--- src/rtl/die_link_pkg.sv ---
package die_link_pkg;

  typedef enum logic [1:0] {
    ST_IDLE = 2'd0,
    ST_BUSY = 2'd1,
    ST_DONE = 2'd2
  } linkState_t;

  // strobes from the sequencer to the datapath
  typedef struct packed {
    logic start;   // latch a new transaction from the CPU bus
    logic track;   // a transaction is in flight this cycle
    logic finish;  // target acknowledged this cycle
    logic abort;   // timeout reached without acknowledge
  } linkStrobe_t;

  localparam int REG_BYTES = 8;
  localparam int REG_OFF_W = $clog2(REG_BYTES);
  localparam int WIN_OFF_W = 8;

endpackage

--- src/rtl/die_link_ctrl.sv ---
module die_link_ctrl
  import die_link_pkg::*;
#(
  parameter int PAGE_W = 8,
  parameter int TMO_W  = 8,
  parameter logic [PAGE_W-1:0] BLK_PAGE = 8'h04,
  parameter logic [PAGE_W-1:0] NBK_PAGE = 8'h05
) (
  input  logic              clk,
  input  logic              rstN,
  input  logic              cpuSel,
  input  logic [PAGE_W-1:0] cpuPage,
  input  logic              enable,
  input  logic [TMO_W-1:0]  tmoVal,
  input  logic              linkAck,
  output logic              cpuWait,
  output linkStrobe_t       strb,
  output logic              busy,
  output logic              retire
);

  linkState_t       state;
  logic [TMO_W-1:0] cnt;
  logic             isBlk;
  logic             blkHit, nbkHit, winAcc;

  always_comb begin
    blkHit = (cpuPage == BLK_PAGE);
    nbkHit = (cpuPage == NBK_PAGE);
    winAcc = cpuSel && enable && (blkHit || nbkHit);
  end

  always_comb begin
    strb        = '0;
    strb.start  = winAcc && (state == ST_IDLE);
    strb.track  = (state == ST_BUSY);
    strb.finish = strb.track && linkAck;
    strb.abort  = strb.track && !linkAck && (cnt >= tmoVal);
  end

  // blocking access waits from its first cycle; anything waits while busy
  always_comb begin
    cpuWait = winAcc && ((state == ST_BUSY) || ((state == ST_IDLE) && blkHit));
    busy    = (state != ST_IDLE);
    retire  = (state == ST_DONE);
  end

  always_ff @(posedge clk) begin
    if (!rstN) begin
      state <= ST_IDLE;
      cnt   <= '0;
      isBlk <= 1'b0;
    end else begin
      case (state)
        ST_IDLE: begin
          if (strb.start) begin
            state <= ST_BUSY;
            cnt   <= '0;
            isBlk <= blkHit;
          end
        end
        ST_BUSY: begin
          if (strb.finish || strb.abort) begin
            state <= isBlk ? ST_DONE : ST_IDLE;
          end else begin
            cnt <= cnt + 1'b1;
          end
        end
        ST_DONE: state <= ST_IDLE;
        default: state <= ST_IDLE;
      endcase
    end
  end

  // a non-blocking access from idle is never stretched
  a_r8_nb_no_wait: assert property (@(posedge clk) disable iff (!rstN)
    (cpuSel && nbkHit && enable && (state == ST_IDLE)) |-> !cpuWait);

  // the retire cycle is always followed by idle
  a_r7_retire_once: assert property (@(posedge clk) disable iff (!rstN)
    (state == ST_DONE) |=> (state == ST_IDLE));

endmodule

--- src/rtl/die_link_datapath.sv ---
module die_link_datapath
  import die_link_pkg::*;
#(
  parameter int ADDR_W = 16,
  parameter int DATA_W = 16,
  parameter int DIV_W  = 4,
  parameter int LANE_W = 2,
  parameter int TMO_W  = 8,
  parameter logic [ADDR_W-1:0] REG_BASE = 16'h0080
) (
  input  logic              clk,
  input  logic              rstN,
  input  logic              cpuSel,
  input  logic              cpuWe,
  input  logic              cpuWide,
  input  logic [ADDR_W-1:0] cpuAddr,
  input  logic [DATA_W-1:0] cpuWdata,
  output logic [DATA_W-1:0] cpuRdata,
  input  linkStrobe_t       strb,
  input  logic              busy,
  input  logic              retire,
  output logic              enable,
  output logic [TMO_W-1:0]  tmoVal,
  output logic              linkReq,
  output logic              linkWr,
  output logic              linkWide,
  output logic [WIN_OFF_W-1:0] linkAddr,
  output logic [DATA_W-1:0] linkWdata,
  input  logic [DATA_W-1:0] linkRdata,
  output logic [DIV_W-1:0]  linkDiv,
  output logic [LANE_W-1:0] linkLanes
);

  localparam int HALF_W = DATA_W / 2;

  logic                 regHit;
  logic [REG_OFF_W-1:0] regOff;
  logic                 wrA, wrB;
  logic [7:0]           valA, valB;
  logic                 errFlag;
  logic                 abWr, abWide;
  logic [WIN_OFF_W-1:0] abOff;
  logic [DATA_W-1:0]    dataBuf;
  logic [DATA_W-1:0]    rdMasked;
  logic [7:0]           regBytes [REG_BYTES];

  always_comb begin
    regHit = cpuSel && (cpuAddr[ADDR_W-1:REG_OFF_W] == REG_BASE[ADDR_W-1:REG_OFF_W]);
    regOff = cpuAddr[REG_OFF_W-1:0];
  end

  // configuration write decode: wide writes fill a big-endian byte pair
  always_comb begin
    wrA  = 1'b0;
    wrB  = 1'b0;
    valA = cpuWdata[7:0];
    valB = cpuWdata[7:0];
    if (regHit && cpuWe) begin
      if (cpuWide) begin
        if (regOff[REG_OFF_W-1:1] == '0) begin
          wrA  = 1'b1;
          wrB  = 1'b1;
          valA = cpuWdata[DATA_W-1:HALF_W];
        end
      end else begin
        wrA = (regOff == REG_OFF_W'(0));
        wrB = (regOff == REG_OFF_W'(1));
      end
    end
  end

  always_ff @(posedge clk) begin
    if (!rstN) begin
      enable    <= 1'b0;
      linkDiv   <= '0;
      linkLanes <= '0;
      tmoVal    <= '0;
    end else begin
      if (wrA) begin
        enable    <= enable | valA[7];
        linkLanes <= valA[4 +: LANE_W];
        linkDiv   <= valA[0 +: DIV_W];
      end
      if (wrB) tmoVal <= valB[TMO_W-1:0];
    end
  end

  always_comb begin
    rdMasked = linkWide ? linkRdata : {{HALF_W{1'b0}}, linkRdata[HALF_W-1:0]};
  end

  always_ff @(posedge clk) begin
    if (!rstN) begin
      linkReq   <= 1'b0;
      linkWr    <= 1'b0;
      linkWide  <= 1'b0;
      linkAddr  <= '0;
      linkWdata <= '0;
      errFlag   <= 1'b0;
      abWr      <= 1'b0;
      abWide    <= 1'b0;
      abOff     <= '0;
      dataBuf   <= '0;
    end else begin
      if (strb.start) begin
        linkReq   <= 1'b1;
        linkWr    <= cpuWe;
        linkWide  <= cpuWide;
        linkAddr  <= cpuAddr[WIN_OFF_W-1:0];
        linkWdata <= cpuWide ? cpuWdata : {{HALF_W{1'b0}}, cpuWdata[HALF_W-1:0]};
        abWr      <= cpuWe;
        abWide    <= cpuWide;
        abOff     <= cpuAddr[WIN_OFF_W-1:0];
        if (cpuWe) dataBuf <= cpuWide ? cpuWdata : {{HALF_W{1'b0}}, cpuWdata[HALF_W-1:0]};
        else       dataBuf <= '0;
      end
      if (strb.track && !linkWr) dataBuf <= rdMasked;
      if (strb.finish) linkReq <= 1'b0;
      if (strb.abort) begin
        linkReq <= 1'b0;
        errFlag <= 1'b1;
        if (!linkWr) dataBuf <= '0;
      end
    end
  end

  always_comb begin
    for (int i = 0; i < REG_BYTES; i++) regBytes[i] = '0;
    regBytes[0][7]          = enable;
    regBytes[0][4 +: LANE_W] = linkLanes;
    regBytes[0][0 +: DIV_W]  = linkDiv;
    regBytes[1][TMO_W-1:0]  = tmoVal;
    regBytes[2]             = {6'b0, busy, errFlag};
    regBytes[4]             = {abWr, abWide, 6'b0};
    regBytes[5]             = abOff;
    regBytes[6]             = dataBuf[DATA_W-1:HALF_W];
    regBytes[7]             = dataBuf[HALF_W-1:0];
  end

  always_comb begin
    cpuRdata = '0;
    if (regHit && !cpuWe) begin
      if (cpuWide) cpuRdata = {regBytes[{regOff[REG_OFF_W-1:1], 1'b0}],
                               regBytes[{regOff[REG_OFF_W-1:1], 1'b1}]};
      else         cpuRdata = {8'h00, regBytes[regOff]};
    end else if (retire && cpuSel && !cpuWe) begin
      cpuRdata = dataBuf;
    end
  end

  a_r4_enable_sticky: assert property (@(posedge clk) disable iff (!rstN)
    enable |=> enable);

  a_r10_error_sticky: assert property (@(posedge clk) disable iff (!rstN)
    errFlag |=> errFlag);

  a_r2_quiet_when_off: assert property (@(posedge clk) disable iff (!rstN)
    (!enable && !linkReq) |=> !linkReq);

  a_r6_single_active: assert property (@(posedge clk) disable iff (!rstN)
    strb.start |-> !linkReq);

endmodule

--- src/rtl/die_link_initiator.sv ---
module die_link_initiator
  import die_link_pkg::*;
#(
  parameter int ADDR_W = 16,
  parameter int DATA_W = 16,
  parameter int DIV_W  = 4,
  parameter int LANE_W = 2,
  parameter int TMO_W  = 8,
  parameter logic [ADDR_W-1:0] REG_BASE = 16'h0080,
  parameter logic [ADDR_W-1:0] BLK_BASE = 16'h0400,
  parameter logic [ADDR_W-1:0] NBK_BASE = 16'h0500
) (
  input  logic              clk,
  input  logic              rstN,
  input  logic              cpuSel,
  input  logic              cpuWe,
  input  logic              cpuWide,
  input  logic [ADDR_W-1:0] cpuAddr,
  input  logic [DATA_W-1:0] cpuWdata,
  output logic [DATA_W-1:0] cpuRdata,
  output logic              cpuWait,
  output logic              linkReq,
  output logic              linkWr,
  output logic              linkWide,
  output logic [7:0]        linkAddr,
  output logic [DATA_W-1:0] linkWdata,
  input  logic              linkAck,
  input  logic [DATA_W-1:0] linkRdata,
  output logic [DIV_W-1:0]  linkDiv,
  output logic [LANE_W-1:0] linkLanes
);

  localparam int PAGE_W = ADDR_W - WIN_OFF_W;
  localparam logic [PAGE_W-1:0] BLK_PAGE = BLK_BASE[ADDR_W-1:WIN_OFF_W];
  localparam logic [PAGE_W-1:0] NBK_PAGE = NBK_BASE[ADDR_W-1:WIN_OFF_W];

  linkStrobe_t      strb;
  logic             enable, busy, retire;
  logic [TMO_W-1:0] tmoVal;

  die_link_ctrl #(
    .PAGE_W(PAGE_W), .TMO_W(TMO_W), .BLK_PAGE(BLK_PAGE), .NBK_PAGE(NBK_PAGE)
  ) ctrl_i (
    .clk(clk), .rstN(rstN), .cpuSel(cpuSel),
    .cpuPage(cpuAddr[ADDR_W-1:WIN_OFF_W]),
    .enable(enable), .tmoVal(tmoVal), .linkAck(linkAck),
    .cpuWait(cpuWait), .strb(strb), .busy(busy), .retire(retire)
  );

  die_link_datapath #(
    .ADDR_W(ADDR_W), .DATA_W(DATA_W), .DIV_W(DIV_W), .LANE_W(LANE_W),
    .TMO_W(TMO_W), .REG_BASE(REG_BASE)
  ) dp_i (
    .clk(clk), .rstN(rstN), .cpuSel(cpuSel), .cpuWe(cpuWe), .cpuWide(cpuWide),
    .cpuAddr(cpuAddr), .cpuWdata(cpuWdata), .cpuRdata(cpuRdata),
    .strb(strb), .busy(busy), .retire(retire),
    .enable(enable), .tmoVal(tmoVal),
    .linkReq(linkReq), .linkWr(linkWr), .linkWide(linkWide),
    .linkAddr(linkAddr), .linkWdata(linkWdata), .linkRdata(linkRdata),
    .linkDiv(linkDiv), .linkLanes(linkLanes)
  );

endmodule

--- config.mk ---
export PLATFORM = sky130hd
export DESIGN_NAME = die_link_initiator
export DESIGN_NICKNAME = d
export VERILOG_FILES = /design/src/rtl/die_link_pkg.sv /design/src/rtl/die_link_ctrl.sv /design/src/rtl/die_link_datapath.sv /design/src/rtl/die_link_initiator.sv
export SDC_FILE = /design/constraint.sdc
export NUM_CORES = 1
export LEC_CHECK = 0
export ABC_CLOCK_PERIOD_IN_PS = 3200
export BUFFER_PORTS_ARGS = -buffer_cell sky130_fd_sc_hd__buf_2
export CELL_PAD_IN_SITES_DETAIL_PLACEMENT = 0
export CELL_PAD_IN_SITES_GLOBAL_PLACEMENT = 1
export CORE_UTILIZATION = 38
export CTS_CLUSTER_SIZE = 25
export DETAILED_ROUTE_END_ITERATION = 7
export GPL_TIMING_DRIVEN = 0
export PLACE_DENSITY_LB_ADDON = 0.1
export SYNTH_ARGS = -nofsm -noshare
export SYNTH_HDL_FRONTEND = slang
export SYNTH_SLANG_ARGS = --single-unit
--- constraint.sdc ---
create_clock -name clk -period 3.2 [get_ports clk]
set_clock_uncertainty 0.2 [all_clocks]
set_input_delay 0 -clock clk [delete_from_list [all_inputs] [get_ports clk]]
set_output_delay 0 -clock clk [all_outputs]
set_load 0.05 [all_outputs]
# --- Word-level counts from Yosys, hierarchy flattened ---
# Cells that the tools add are included.
totals:
  reg_bits: 70
  in_bits: 54
  out_inout_bits: 50
op_classes:
  addsub: 1
  order_cmp: 4
  eq_ne: 9
  n_mux: 34
  bitwise_logic: 5
  n_reduce_logical: 29
op_table:
  columns: ["cell", "n"]
  rows:
  - ["$mux W16", 10]
  - ["$mux W8", 11]
  - ["$bmux W8 S3", 3]
  - ["$eq A8 B3 Y1 const B", 2]
  - ["$pmux W8 S2", 1]
  - ["$logic_and A1 B1 Y1", 14]
  - ["$eq A13 B5 Y1 const B", 1]
  - ["$ge A4 B4 Y1 const B", 3]
  - ["$not A3 Y4", 3]
  - ["$add A8 B1 Y8 const B", 1]
  - ["$ge A8 B8 Y1", 1]
  - ["$mux W2", 3]
  - ["$mux W1", 5]
  - ["$logic_not A2 Y1", 2]
  - ["$ne A2 B2 Y1 const B", 2]
  - ["$pmux W2 S2", 1]
  - ["$reduce_and A2 Y1", 2]
  - ["$reduce_bool A2 Y1", 2]
  - ["$eq A3 B1 Y1 const B", 1]
  - ["$logic_not A1 Y1", 3]
  - ["$logic_not A3 Y1", 1]
  - ["$logic_or A1 B1 Y1", 3]
  - ["$reduce_and A3 Y1", 1]
  - ["$reduce_or A3 Y1", 1]
  - ["5 further kinds", 5]

# --- Longest topological paths before layout ---
# Gate-level depths: netlist of run 1.
depth:
  depth_word: 8
  ltp_mapped: 8

# --- Hierarchy ---
# From an unflattened synthesis of run 1, not the netlist that was laid out.
unflattened:
  hier_cells: 499
  hier_area_um2: 4321.6
modules_own_cells:
  columns: ["mod", "n_inst", "cells_each", "area_each_um2"]
  rows:
  - ["die_link_datapath", 1, 395, 3423.3]
  - ["die_link_ctrl", 1, 104, 898.4]

# --- Least setup slack after synthesis of run 1 ---
# No wires, ideal clock.
synth_timing:
  path_kind: "reg2out"
  from: "register ctrl_i.state[0]"
  to: "output port cpuWait"
  arrival_ps: 2923
  t_required_ps: 3000
  setup_slack_ps: 77
  stages_incl_launch_ff: 3
  path_buffers: 0
  path_cell_list: "dfxtp_1 -> inv_1 -> a2111oi_0"
synth_between:
  elab_chain_cells: 4
  elab_cells_between_ends: 5
  classes_between: "eq/ne: 1; reduce/logical: 4"
synth_rtl:
  columns: ["element", "line_no", "source"]
  rows:
  - ["from (decl)", "die_link_ctrl.sv:22", "linkState_t state;"]
  - ["from (signal assigned)", "die_link_ctrl.sv:64", "state <= isBlk ? ST_DONE : ST_IDLE;"]
  - ["$logic_not A2 Y1", "die_link_ctrl.sv:43", "cpuWait = winAcc && ((state == ST_BUSY) || ((state == ST_IDLE) && blkHit));"]
  - ["$logic_and A1 B1 Y1", "die_link_ctrl.sv:43", null]
  - ["$logic_or A1 B1 Y1 (*)", "die_link_ctrl.sv:43", null]
  - ["$logic_and A1 B1 Y1 (*)", "die_link_ctrl.sv:43", null]
  - ["to (decl)", "die_link_initiator.sv:21", "output logic cpuWait,"]
# Mark *: on every way between the ends. The rest lies on a longest branch, timed or not.

# --- Worst setup path after layout of run 1 ---
layout_timing:
  from: "register dp_i.tmoVal[2]"
  to: "register dp_i.dataBuf[5]"
layout_between:
  elab_chain_cells: 3
layout_rtl:
  columns: ["element", "line_no", "source"]
  rows:
  - ["from (decl)", "die_link_datapath.sv:23", "output logic [TMO_W-1:0] tmoVal,"]
  - ["from (signal assigned)", "die_link_datapath.sv:84", "if (wrB) tmoVal <= valB[TMO_W-1:0];"]
  - ["$ge A8 B8 Y1", "die_link_ctrl.sv:38", "strb.abort = strb.track && !linkAck && (cnt >= tmoVal);"]
  - ["$logic_and A1 B1 Y1", "die_link_ctrl.sv:38", null]
  - ["$mux W16", "die_link_datapath.sv:119", "if (strb.abort) begin"]
  - ["to (signal assigned)", "die_link_datapath.sv:114", "if (cpuWe) dataBuf <= cpuWide ? cpuWdata : {{HALF_W{1'b0}}, cpuWdata[HALF_W-1:0]};"]
  - ["to (signal assigned)", "die_link_datapath.sv:117", "if (strb.track && !linkWr) dataBuf <= rdMasked;"]
  - ["to (decl)", "die_link_datapath.sv:43", "logic [DATA_W-1:0] dataBuf;"]
# No other way between the ends.
# A chain may end at the register's enable or synchronous reset.

==> impl_metrics.ini, run 1 <==
[outcome]
outcome = finished clean

[floorplanning]
die_h_um = 103
io_pins = 104
fp-row-count = 36
start_util_pct = 39.3
die_x_um = 103
coreArea_um2 = 9820
dieArea_um2 = 10600

[detailed_routing]
wl_per_cell_um = 17.5
vias_per_cell = 5.41
dr.pass1.iters = 5
routed_wl_um = 13900
drtIter0Drc = 248
dr_total_vias = 4310
ant_nets = 0
route.detailed.drc = 0

[cells_and_area]
n_antenna_cell = 0
fin_nets = 721
area_growth_pct = 33.7
drive_above_1_share_pct = 22.3

[synthesis]
synth-main-ff-cell = dfxtp_1
async_reset_ff_share_pct = 0
yosysTopAreaCell = dfxtp_1
ys_warn_count = 0
synth_most_common_cell = nand2_1
ys_types = 54
syn_area_um2 = 3860
ys_top_cells_by_area = dfxtp_1 (36%), nand2_1 (9.4%), nand3_1 (5.8%)
ys_seq_area_share_pct = 36.3
synth_common_cells = nand2_1 (97), dfxtp_1 (70), nand3_1 (45)
synth_top_area_share_pct = 36.3
ys_ff_latch = 70
synth_fp_nets = 566
avgSynthCellArea_um2 = 7.68
syn_inst = 503
synth-edff-count = 0

[worst_setup_path]
required_ns = 3.25
endpoint_kind = flip-flop
critPathLaunch = dp_i.tmoVal[2]
ff2ff_path_depth = 8
path_max_fanout = 7
r2r-end = dp_i.dataBuf[5]
rrSetupSlack_ns = 0.13
slowest_delay_ns = 0.75
critical_path_buf_inv_count = 2
cp.depth = 8
path_cells = inv_1 > ha_1 > o21a_1 > nor2_1 > o31a_1 > o41ai_2 > a311oi_1 > dlygate4sd3_1
critPathTopFamily = compound AO/OA/AOI/OAI gates
crit_type = flip-flop to flip-flop
crit_end = dp_i.dataBuf[5]
slowest_stage = o41ai_2
setup.worst_path.start_class = flip-flop
r2r_start = dp_i.tmoVal[2]
arrival_ns = 3.12

[timing]
rsz0062_at_grt = false
min_period_ns = 3.07
finalHoldViolCount = 0
timing.final.crit_share_pct = 96.0
setup_violations = 0
max_freq_ghz = 0.325
relSlewSlack_pct = 37.7
tightestPinTransition_ns = 0.924
hold_slack_ns = 0.0208
finalSetupTns_ns = 0
slew_violations = 0

[power_and_ir_drop]
p_per_area_nw_per_um2 = 343
irDropWorstVdd_mv = 0.270
leakagePower_uw = 0.00200

[grt]
grt_pass1_vias = 3816
grt_pass1_wl_um = 20700
antenna_found_initial = 0
grt_max_degree = 14
globalRouteOverflowTotal = 0
grt.total_usage_pct = 26.8

[flow_run]
cap_viol_max_count = 0

[clock_tree]
clockBufferDepth = 2
clkSinkCount = 70
postCtsSetupRepairBufs = 0
cts_tree = built
clk-insertion-delay-late_ns = 0.35
cts_hold_buf = 43
cts_made_buffers = 9
root_buffer = clkbuf_8
cts.repair.resized = 0
cts.clk_slew.worst_paths_ns = 0.08
htreeDepth = 3

[worst_hold_path]
worst_hold_path_type = input pin to flip-flop

[placed_design]
dpl.hpwl_um = 10600
gp_congestion = 0.919
numPortBuffers = 101
## per-layer routing
| metal | global-route usage (%) | vias to the layer above | share of wire, % |
|---|---|---|---|
| li1 | - | 2114 | - |
| met1 | 38.2 | 2014 | 48 |
| met2 | 41.2 | 168 | 45 |
| met3 | 4.75 | 14 | 6.5 |
| met4 | 7.80 | 0 | 1.3 |
| met5 | 0 | - | 0 |
## power breakdown
part / internal (uW) / leakage [uW] / switching, uW
sequential: 870 / 0.000563 / 0.00179
combinational: 78.0 / 0.00135 / 94.7
clock: 364 / 0.0000891 / 366
## worst register-to-register path, stage by stage (launching register included)
cell and delay (ns):
dfxtp_1 0.40, inv_1 0.10, ha_1 0.28, o21a_1 0.11
nor2_1 0.07, o31a_1 0.35, o41ai_2 0.75, a311oi_1 0.11
dlygate4sd3_1 0.60
## how the worst min path moves through the flow
stage	cells past startpoint	slack [ns]	endpoint	startpoint
2_1_floorplan	1	-0.10	ctrl_i.isBlk	cpuAddr[8]
3_3_place_gp	2	0.02	ctrl_i.isBlk	cpuAddr[8]
3_5_place_dp	2	0.02	ctrl_i.isBlk	cpuAddr[8]
4_1_cts	4	0.002	dp_i.linkAddr[1]	cpuAddr[1]
5_1_grt	6	0.04	dp_i.dataBuf[0]	cpuAddr[11]
6_report	4	0.02	dp_i.linkAddr[1]	cpuAddr[1]
## layout make-up
type	count	area, um2
multi-input combinational	369	2180
sequential	70	1400
buffer	39	190
timing repair buffer	144	936
clock inverter	6	70.1
fill	1006	4660
tap	133	166
clock buffer	10	128
inverter	25	93.8
## logic make-up after synthesis
group,Yosys count,share of synthesized area [%]
and+or+nand+nor,205,24.7
buffers and inverters,64,7.36
muxes,16,4.18
DFF,70,36.3
AOI/OAI and AO/OA,139,24.6
adders and majority gates,9,2.92
## layout by cell type (no fill, tap or decap), drive strengths merged, types with 3 or more instances in the layout
master	n
a32oi	3
a22o	5
a31oi	9
dlygate4sd3	43
nand2b	3
dfxtp	70
o22ai	5
mux2i	15
o41ai	3
nor2	30
buf	117
o21a	5
inv	25
a21oi	41
a311oi	8
clkinvlp	3
o221a	6
a221o	5
o211ai	7
nand3	45
o21ai	30
nand2	98
clkbuf	33
ha	9
or2	3
nor3	11
## through the flow
stage,setup slack (ns),util [%],instances,power (uW),instance area (um2)
2_1_floorplan,0.0769,-,503,952,3860
3_3_place_gp,0.466,46.2,737,1020,4530
3_5_place_dp,0.466,46.2,737,1020,4530
4_1_cts,0.219,52.6,796,1780,5160
5_1_grt,0.0705,52.6,796,1840,5160
6_report,0.127,52.6,796,1770,5160
## sequential cells by signal, summed over array words and instances (netlist names)
register,flops
dp_i.linkDiv,4
dp_i.enable,1
ctrl_i.state,2
dp_i.linkReq,1
dp_i.dataBuf,16
dp_i.tmoVal,8
dp_i.linkLanes,2
ctrl_i.cnt,8
dp_i.linkWide,1
dp_i.linkAddr,8
dp_i.linkWr,1
dp_i.errFlag,1
dp_i.linkWdata,16
ctrl_i.isBlk,1
(Power assumes the default switching activity.)
==> run 2, diff against run 1 <==
--- a/config.mk
+++ b/config.mk
@@ -7,13 +7,12 @@
 export LEC_CHECK = 0
 export ABC_CLOCK_PERIOD_IN_PS = 3200
 export BUFFER_PORTS_ARGS = -buffer_cell sky130_fd_sc_hd__buf_2
-export CELL_PAD_IN_SITES_DETAIL_PLACEMENT = 0
-export CELL_PAD_IN_SITES_GLOBAL_PLACEMENT = 1
-export CORE_UTILIZATION = 38
+export CORE_UTILIZATION = 50
 export CTS_CLUSTER_SIZE = 25
 export DETAILED_ROUTE_END_ITERATION = 7
-export GPL_TIMING_DRIVEN = 0
-export PLACE_DENSITY_LB_ADDON = 0.1
+export GPL_TIMING_DRIVEN = 1
+export PLACE_DENSITY = 0.77
 export SYNTH_ARGS = -nofsm -noshare
 export SYNTH_HDL_FRONTEND = slang
 export SYNTH_SLANG_ARGS = --single-unit
+export TNS_END_PERCENT = 10
==> run 2 against run 1 <==
  * Non-clock buffer count decreased by 15
  * Clock power up 9.9%
  * Die area shrank 24%
  * Cell count shrank 6.2%
  * Sequential power barely moved
  * First-iteration DRC count grew 56%
  * Design area increased by 0.46%
  * Combinational power barely moved
  * Critical path depth is 1 higher
  * Routed wire length shrank 7.1%
  * Core utilization increased by 18 points
  * Largest power group unchanged
  * Highest routed layer unchanged
==> impl_metrics.ini, run 2 (synthesis gave the netlist of run 1 again) <==
[power_and_ir_drop]
p_per_area_nw_per_um2 = 356
leakagePower_uw = 0.00206
sw_frac_of_total_pct = 24.7
combPwrFrac_pct = 9.4
irDropWorstVdd_mv = 0.288
power.switching_uw = 456
p_int_uw = 1390
power_frac_clock_pct = 43.5
totalPowerFinal_uw = 1840
seq_power_share_pct = 47.2

[cells_and_area]
regArea_um2 = 1400
area_growth_pct = 34.3
n_antenna_cell = 0
fill_cells = 603
largest_registers = dp_i.dataBuf: 16 flops, dp_i.linkWdata: 16 flops
final_common_cell = buf_2
drive_above_1_share_pct = 22.4
multi_input_area_um2 = 2190
layout_common_cells = buf_2 (103), nand2_1 (97), dfxtp_1 (70), dlygate4sd3_1 (59), nand3_1 (45)
fin_nets = 706
fin_area_um2 = 5180

[detailed_routing]
dr_total_vias = 4489
wl_per_cell_um = 17.3
routed_wl_um = 12900
dr.pass1.iters = 5
drtIter0Drc = 386
ant_nets = 0
route.detailed.drc = 0
vias_per_cell = 6.01

[timing]
tightestPinTransition_ns = 0.742
timing.final.crit_share_pct = 92.8
finalWorstSetupSlack_ns = 0.230
slew_violations = 0
max_freq_ghz = 0.337
rsz0062_at_grt = false
min_period_ns = 2.97
finalHoldViolCount = 0
finalSetupTns_ns = 0
setup_violations = 0
relSlewSlack_pct = 50.4

[placed_design]
post-place-ws_ns = 0.747
dpl.hpwl_um = 8390
placed_area_um2 = 4360
numPortBuffers = 103
gp_congestion = 0.890

[clock_tree]
clkSinkCount = 70
cts.clk_slew.worst_paths_ns = 0.08
clockBufferDepth = 2
postCtsSetupRepairBufs = 0
cts_made_buffers = 9
root_buffer = clkbuf_8
htreeDepth = 3
clk-insertion-delay-late_ns = 0.35
cts_tree = built

[worst_setup_path]
setup.worst_path.start_class = flip-flop
r2r-end = dp_i.dataBuf[1]
critPathTopFamily = compound AO/OA/AOI/OAI gates
path_max_fanout = 16
rrSetupSlack_ns = 0.23
path_cells = inv_1 > ha_1 > nand2b_1 > a2111oi_4 > o31a_1 > o41ai_2 > buf_4 > a311oi_1 > dlygate4sd3_1
r2r_start = ctrl_i.cnt[0]
endpoint_kind = flip-flop
slowest_delay_ns = 0.59
crit_type = flip-flop to flip-flop
critical_path_buf_inv_count = 3
slowest_stage = dlygate4sd3_1
ff2ff_path_depth = 9
required_ns = 3.30
arrival_ns = 3.07

[grt]
grt_pass1_wl_um = 21000
grt_use_met3_pct = 6.94
antenna_found_initial = 0
use_met2_pct = 51.4
grt_pass1_vias = 4219
grt_busiest_layer = met2
globalRouteOverflowTotal = 0
use_met1_pct = 43.0
grt.total_usage_pct = 32.3
grt_max_degree = 51

[worst_hold_path]
worst_hold_path_type = input pin to flip-flop
holdPathEnd = ctrl_i.isBlk
hp-start = cpuAddr[8]
hold_depth = 3

[floorplanning]
io_pins = 104
start_util_pct = 52.4
coreArea_um2 = 7370
die_x_um = 89.9
dieArea_um2 = 8080
die_h_um = 89.9
fp-row-count = 31

[outcome]
outcome = finished clean

[flow_run]
cap_viol_max_count = 0
-- run 2: cell types whose count changed in the layout (fill, tap and decap cells not counted) --
| cell | change |
|---|---|
| buf_4 | +5 |
| a2111oi_2 | -1 |
| buf_1 | -3 |
| clkbuf_1 | -24 |
| bufinv_16 | +1 |
| clkinv_2 | +1 |
| buf_2 | -6 |
| a2111oi_4 | +1 |
| nor4bb_1 | -1 |
| dlygate4sd3_1 | +16 |
| nor4bb_2 | +1 |
| buf_6 | -4 |
| clkinv_4 | -1 |
-- run 2: power by group through the flow --
stage                     Combinational, uW  Sequential, uW  Clock [uW]
after detailed placement                123             891           0
after floorplan                        61.5             891           0
after global placement                  122             891           0
after global routing                    184             870         846
final                                   173             870         802
after CTS                               166             870         805
-- run 2: cell type report --
class | count | share of cell area (%)
repair buffers | 168 | 22.2
clock inverters | 7 | 1.86
multi-input cells | 369 | 42.3
clock buffers | 9 | 2.39
inverters | 25 | 1.81
well taps | 99 | 2.39
flip-flops and latches | 70 | 27.0
-- run 2: worst min-delay path: stages --
cell and delay, ns:
dlygate4sd3_1 0.52, buf_2 0.13, a211oi_1 0.07
-- run 2: metrics by stage --
| stage | cells | hold WS [ns] | utilization (%) |
|---|---|---|---|
| 2_1_floorplan | 503 | -0.104 | - |
| 3_3_place_gp | 672 | 0.0177 | 59.2 |
| 3_5_place_dp | 672 | 0.0320 | 59.2 |
| 4_1_cts | 747 | 0.204 | 70.2 |
| 5_1_grt | 747 | 0.231 | 70.4 |
| 6_report | 747 | 0.214 | 70.4 |
-- run 2: how the worst max path moves through the flow --
stage | from | to | slack [ns] | cells past startpoint
detailed placement | ctrl_i.cnt[0] | dp_i.dataBuf[2] | 0.75 | 8
floorplan | ctrl_i.state[0] | cpuWait | 0.08 | 2
finish | ctrl_i.cnt[0] | dp_i.dataBuf[1] | 0.23 | 9
global placement | ctrl_i.cnt[0] | ctrl_i.cnt[3] | 0.85 | 7
CTS | ctrl_i.cnt[0] | dp_i.dataBuf[3] | 0.21 | 9
global route | ctrl_i.cnt[0] | dp_i.dataBuf[1] | 0.06 | 9
-- run 2: what timing repair did --
| item | CTS | global route |
|---|---|---|
| hold buffers | 59 | 0 |
| hold endpoints to repair | 66 | 0 |
| setup endpoints to repair | 0 | 5 |
| resized for setup | 0 | 1 |
-- run 2: routing by layer --
| layer | vias up | share of wire (%) |
|---|---|---|
| met5 | - | 0 |
| met4 | 0 | 2.9 |
| met3 | 43 | 10 |
| met2 | 274 | 45 |
| met1 | 2087 | 42 |
| li1 | 2085 | - |
